--- src/rtl/fbu_pkg.sv ---
package fbu_pkg;
  localparam int unsigned NSRC     = 4;
  localparam int unsigned NCAUSE   = NSRC + 1;
  localparam int unsigned SRC_PAR  = 0;
  localparam int unsigned SRC_VDD  = 1;
  localparam int unsigned SRC_CLK  = 2;
  localparam int unsigned SRC_LOCK = 3;
  localparam int unsigned SRC_EXT  = NSRC;
  localparam logic [NSRC-1:0] EN_RST = NSRC'((1 << SRC_PAR) | (1 << SRC_LOCK));
endpackage

--- src/rtl/fbu_cfg.sv ---
module fbu_cfg
  import fbu_pkg::*;
#(
  parameter int unsigned NPWM = 6
) (
  input  logic            clk_i,
  input  logic            rst_ni,
  input  logic            we_i,
  input  logic [NSRC-1:0] en_d_i,
  input  logic [NPWM-1:0] idle_d_i,
  output logic [NSRC-1:0] en_q_o,
  output logic [NPWM-1:0] idle_q_o
);
  always_ff @(posedge clk_i or negedge rst_ni) begin
    if (!rst_ni) begin
      en_q_o   <= EN_RST;
      idle_q_o <= '0;
    end else if (we_i) begin
      en_q_o   <= en_d_i;
      idle_q_o <= idle_d_i;
    end
  end
endmodule

--- src/rtl/fbu_merge.sv ---
module fbu_merge
  import fbu_pkg::*;
(
  input  logic              [NSRC-1:0]   fault_i,
  input  logic              [NSRC-1:0]   en_i,
  input  logic                           ext_i,
  output logic              [NCAUSE-1:0] live_src_o,
  output logic                           live_o
);
  always_comb begin
    live_src_o                  = '0;
    live_src_o[NSRC-1:0]        = fault_i & en_i;
    live_src_o[SRC_EXT]         = ext_i;
    live_o                      = |live_src_o;
  end
endmodule

--- src/rtl/fbu_latch.sv ---
module fbu_latch
  import fbu_pkg::*;
(
  input  logic              clk_i,
  input  logic              rst_ni,
  input  logic [NCAUSE-1:0] live_src_i,
  input  logic              live_i,
  input  logic              rearm_i,
  output logic              latched_o,
  output logic [NCAUSE-1:0] cause_o
);
  always_ff @(posedge clk_i or negedge rst_ni) begin
    if (!rst_ni) begin
      latched_o <= 1'b0;
      cause_o   <= '0;
    end else if (!latched_o) begin
      if (live_i) begin
        latched_o <= 1'b1;
        cause_o   <= live_src_i;  // first-fault snapshot
      end
    end else if (rearm_i && !live_i) begin
      latched_o <= 1'b0;
      cause_o   <= '0;
    end
  end
endmodule

--- src/rtl/fbu_gate.sv ---
module fbu_gate #(
  parameter int unsigned NPWM = 6
) (
  input  logic [NPWM-1:0] pwm_i,
  input  logic [NPWM-1:0] idle_i,
  input  logic            force_i,
  output logic [NPWM-1:0] pwm_o
);
  for (genvar g = 0; g < NPWM; g++) begin : g_ch
    assign pwm_o[g] = force_i ? idle_i[g] : pwm_i[g];
  end
endmodule

--- src/rtl/fault_break_unit.sv ---
module fault_break_unit
  import fbu_pkg::*;
#(
  parameter int unsigned NPWM = 6
) (
  input  logic              clk_i,
  input  logic              rst_ni,
  input  logic [NSRC-1:0]   fault_i,
  input  logic              ext_brk_i,
  input  logic              cfg_we_i,
  input  logic [NSRC-1:0]   cfg_en_i,
  input  logic [NPWM-1:0]   cfg_idle_i,
  input  logic              rearm_i,
  input  logic [NPWM-1:0]   pwm_i,
  output logic [NPWM-1:0]   pwm_o,
  output logic              brk_latched_o,
  output logic [NCAUSE-1:0] cause_o
);
  logic [NSRC-1:0]   en_q;
  logic [NPWM-1:0]   idle_q;
  logic [NCAUSE-1:0] live_src;
  logic              live;
  logic              force_idle;

  fbu_cfg #(.NPWM(NPWM)) u_cfg (
    .clk_i(clk_i), .rst_ni(rst_ni), .we_i(cfg_we_i),
    .en_d_i(cfg_en_i), .idle_d_i(cfg_idle_i),
    .en_q_o(en_q), .idle_q_o(idle_q)
  );

  fbu_merge u_merge (
    .fault_i(fault_i), .en_i(en_q), .ext_i(ext_brk_i),
    .live_src_o(live_src), .live_o(live)
  );

  fbu_latch u_latch (
    .clk_i(clk_i), .rst_ni(rst_ni), .live_src_i(live_src), .live_i(live),
    .rearm_i(rearm_i), .latched_o(brk_latched_o), .cause_o(cause_o)
  );

  // no clock in the shutdown path
  assign force_idle = live | brk_latched_o;

  fbu_gate #(.NPWM(NPWM)) u_gate (
    .pwm_i(pwm_i), .idle_i(idle_q), .force_i(force_idle), .pwm_o(pwm_o)
  );
endmodule

--- config.mk ---
export PLATFORM = sky130hd
export DESIGN_NAME = fault_break_unit
export DESIGN_NICKNAME = d
export VERILOG_FILES = /design/src/rtl/fbu_pkg.sv /design/src/rtl/fbu_cfg.sv /design/src/rtl/fbu_merge.sv /design/src/rtl/fbu_latch.sv /design/src/rtl/fbu_gate.sv /design/src/rtl/fault_break_unit.sv
export SDC_FILE = /design/constraint.sdc
export NUM_CORES = 1
export LEC_CHECK = 0
export ABC_AREA = 1
export CAP_MARGIN = 20
export CORE_ASPECT_RATIO = 1.1
export CORE_MARGIN = 5
export CORE_UTILIZATION = 40
export CTS_BUF_LIST = sky130_fd_sc_hd__clkbuf_4 sky130_fd_sc_hd__clkbuf_8 sky130_fd_sc_hd__clkbuf_16
export CTS_CLUSTER_SIZE = 25
export DETAILED_ROUTE_END_ITERATION = 8
export PLACE_DENSITY = 0.82
export SLEW_MARGIN = 20
export SYNTH_ARGS = -nofsm -noshare
export SYNTH_HDL_FRONTEND = slang
export SYNTH_SLANG_ARGS = --single-unit
--- constraint.sdc ---
create_clock -name clk_i -period 1.4 [get_ports clk_i]
set_clock_uncertainty 0.05 [all_clocks]
set_input_delay 0.21 -clock clk_i [delete_from_list [all_inputs] [get_ports clk_i]]
set_output_delay 0.21 -clock clk_i [all_outputs]
set_load 0.02 [all_outputs]
==> metrics.txt, run 1 <==
result of the run finished with violations; failing checks negative setup slack; syn_nets 109; CP Data Required Time 1.14 ns; fin crit share 1.31; antenna diode count 0; power share of the clock group 0.238; Root Buffer clkbuf_4; remaining antenna violation count 0; largest net degree at the start of global routing 17; Seq pwr share 0.429; remaining routing DRC violations 0; CTS tree yes; via count ~800; final setup TNS -2.51 ns; crit path DAT 1.57 ns; critical path launch point type flip-flop; DP Worst Slack -0.898 ns; critical path type flip-flop to output pin; Die Ht between 50 and 60 µm; final hold slack 0.182 ns; synthesized flop and latch total 16; commonest non-fill, non-tap cell in the layout clkdlybuf4s50_1; most frequent cells in the layout 24 x clkdlybuf4s50_1, 19 x nand2_1, 13 x dfrtp_1; Site Rows 17; final hold vios 0; Filler cells 149; DRT Pass-1 Iters 4; port bufs 36; Critical Path Sink Type output pin; die area slightly below 3000 µm²; first-pass GRT wire length around 4 mm; DPL Wire Length 1.75 mm; Synth Warn # 0; # H-tree levels 1; Mapped Area 796 µm²; final setup fails 6; Post-CTS Hold Fix Bufs 0; Initial Utilization 0.407; wire per inst 14.0 µm; max-cap viol count 0; CP Max Fanout 5; gp weighted congestion 0.689; syn_area_per_cell 9.47 µm²; worst skew pair latency 0.29 ns; clock sink count 16; Synth-to-Final Area Change 74.5%; Num CTS Buffers 3; Slew headroom 0.827; Post-Route WL ~2.3 mm; vias in the first global route 899; worst-margin pin slew 0.258 ns; Worst IR Drop VDD 0.673 mV; RSZ-0062 raised after global routing yes; PwrDens 925 nW/µm²; clk buf depth 2; Gate Count Post-Synth 84; Distinct cells, synth 19; DRT iter0 DRCs 12; sw power 0.384 mW; Register Area 404 µm²; Logic pwr share 0.334; P_int 0.901 mW; fin crit period 1.83 ns; Max Clock Freq around 0.55 GHz; vias per cell 4.78; total congestion overflow 0; core region area about 2000 µm²; Core Util, Final 0.710; Final nets 163; Worst-path clk slew 0.09 ns; layout cells sized above 1 0.380; Ports 37; max-slew violation count 0; initial antenna violation count 0; final worst slack -0.428 ns; area of the multi-input gates ~400 µm²; register area share after synthesis 0.506; min-delay worst type input pin to async pin; gr usage total 0.178; Die X-Extent 52.5 µm; Sw Share 0.299; P_leak 0.678 nW
## kinds of logic (layout without fill, tap and decap cells)
kind of cell | Yosys count | in the layout | share of synthesized area
mux | 4 | 4 | 0.0566
flops | 16 | 16 | 0.506
simple gates | 38 | 39 | 0.250
buf+inv | 13 | 65 | 0.0833
compound gates | 13 | 13 | 0.104
## power by group through the flow
stage | combinational [mW] | sequential, mW | clock [mW]
CTS | 0.418 | 0.551 | 0.308
finish | 0.429 | 0.551 | 0.305
detailed placement | 0.416 | 0.560 | 0
global route | 0.463 | 0.558 | 0.333
global placement | 0.404 | 0.558 | 0
floorplan | 0.157 | 0.596 | 0
## area by class of cell
cell class | instances | area share
Clock buffer | 4 | 0.0261
Inverter | 10 | 0.0270
Timing Repair Buffer | 51 | 0.346
Sequential cell | 16 | 0.291
Multi-Input combinational cell | 56 | 0.285
Tap cell | 28 | 0.0252
## timing repair
action,4_1_cts,5_1_grt
gates resized for setup,48,3
setup endpoints to repair,12,11
setup buffers,5,3
cloned,1,0
pin swaps,4,5
## synth_stat cells
library cell  instances  area [µm²]
buf_12                1        20.0
buf_2                 1        5.00
clkbuf_1              1        3.75
dfrtp_1              14         350
dfstp_2               2        52.6
inv_1                 9        33.8
inv_2                 1        3.75
mux2_2                4        45.0
nand2_1              21        78.8
nand2_2               5        31.3
nand2_4               1        11.3
nand3_1               8        40.0
nand4_1               1        6.26
nor2_4                1        11.3
nor2_8                1        20.0
o211ai_1              1        7.51
o21ai_0               6        30.0
o21ai_1               2        10.0
o21ai_2               4        35.0
## routing by layer
layer | vias up | part of all wire | GRT usage
met5 | - | 0 | 0
met4 | 0 | 0.032 | 0.0985
met3 | 8 | 0.024 | 0.0106
met2 | 22 | 0.59 | 0.333
met1 | 384 | 0.35 | 0.189
li1 | 375 | - | -
## critical path, cell delays in order, from the launching register on
cell,delay [ns]
dfstp_2,0.55
nand2_2,0.05
inv_2,0.08
nor2_4,0.06
nand2_4,0.11
nor2_8,0.06
buf_6,0.13
o21ai_4,0.12
buf_6,0.13
## through the flow
stage	power [mW]	instance area, µm²	cells
6_report	1.28	1390	165
5_1_grt	1.35	1390	165
4_1_cts	1.28	1370	163
3_5_place_dp	0.976	1270	153
3_3_place_gp	0.962	1270	153
2_1_floorplan	0.753	848	84
## state kept, by name, indices dropped and copies added, names as in the netlist
register	count
u_latch.cause_o	5
u_latch.latched_o	1
u_cfg.en_q_o	4
u_cfg.idle_q_o	6
## final timing paths
kind,start,to,slack (ns),cells after the start
max,u_cfg.en_q_o[0],pwm_o[3],-0.43,8
min reg2reg,u_latch.cause_o[4],u_latch.cause_o[4],0.45,2
max in group asynchronous,rst_ni,u_cfg.en_q_o[0],0.87,2
max reg2reg,u_cfg.en_q_o[1],u_latch.cause_o[1],0.02,7
min,rst_ni,u_latch.cause_o[1],0.18,2
min in group clk_i,cfg_idle_i[1],u_cfg.idle_q_o[1],0.43,3
(Power assumes the default switching activity.)
==> run 2: changes to the inputs <==
- ABC_CLOCK_PERIOD_IN_PS: default -> 1400
==> results of run 2 <==
Same layout as run 1: the final DEF is identical, and so are final timing and power.
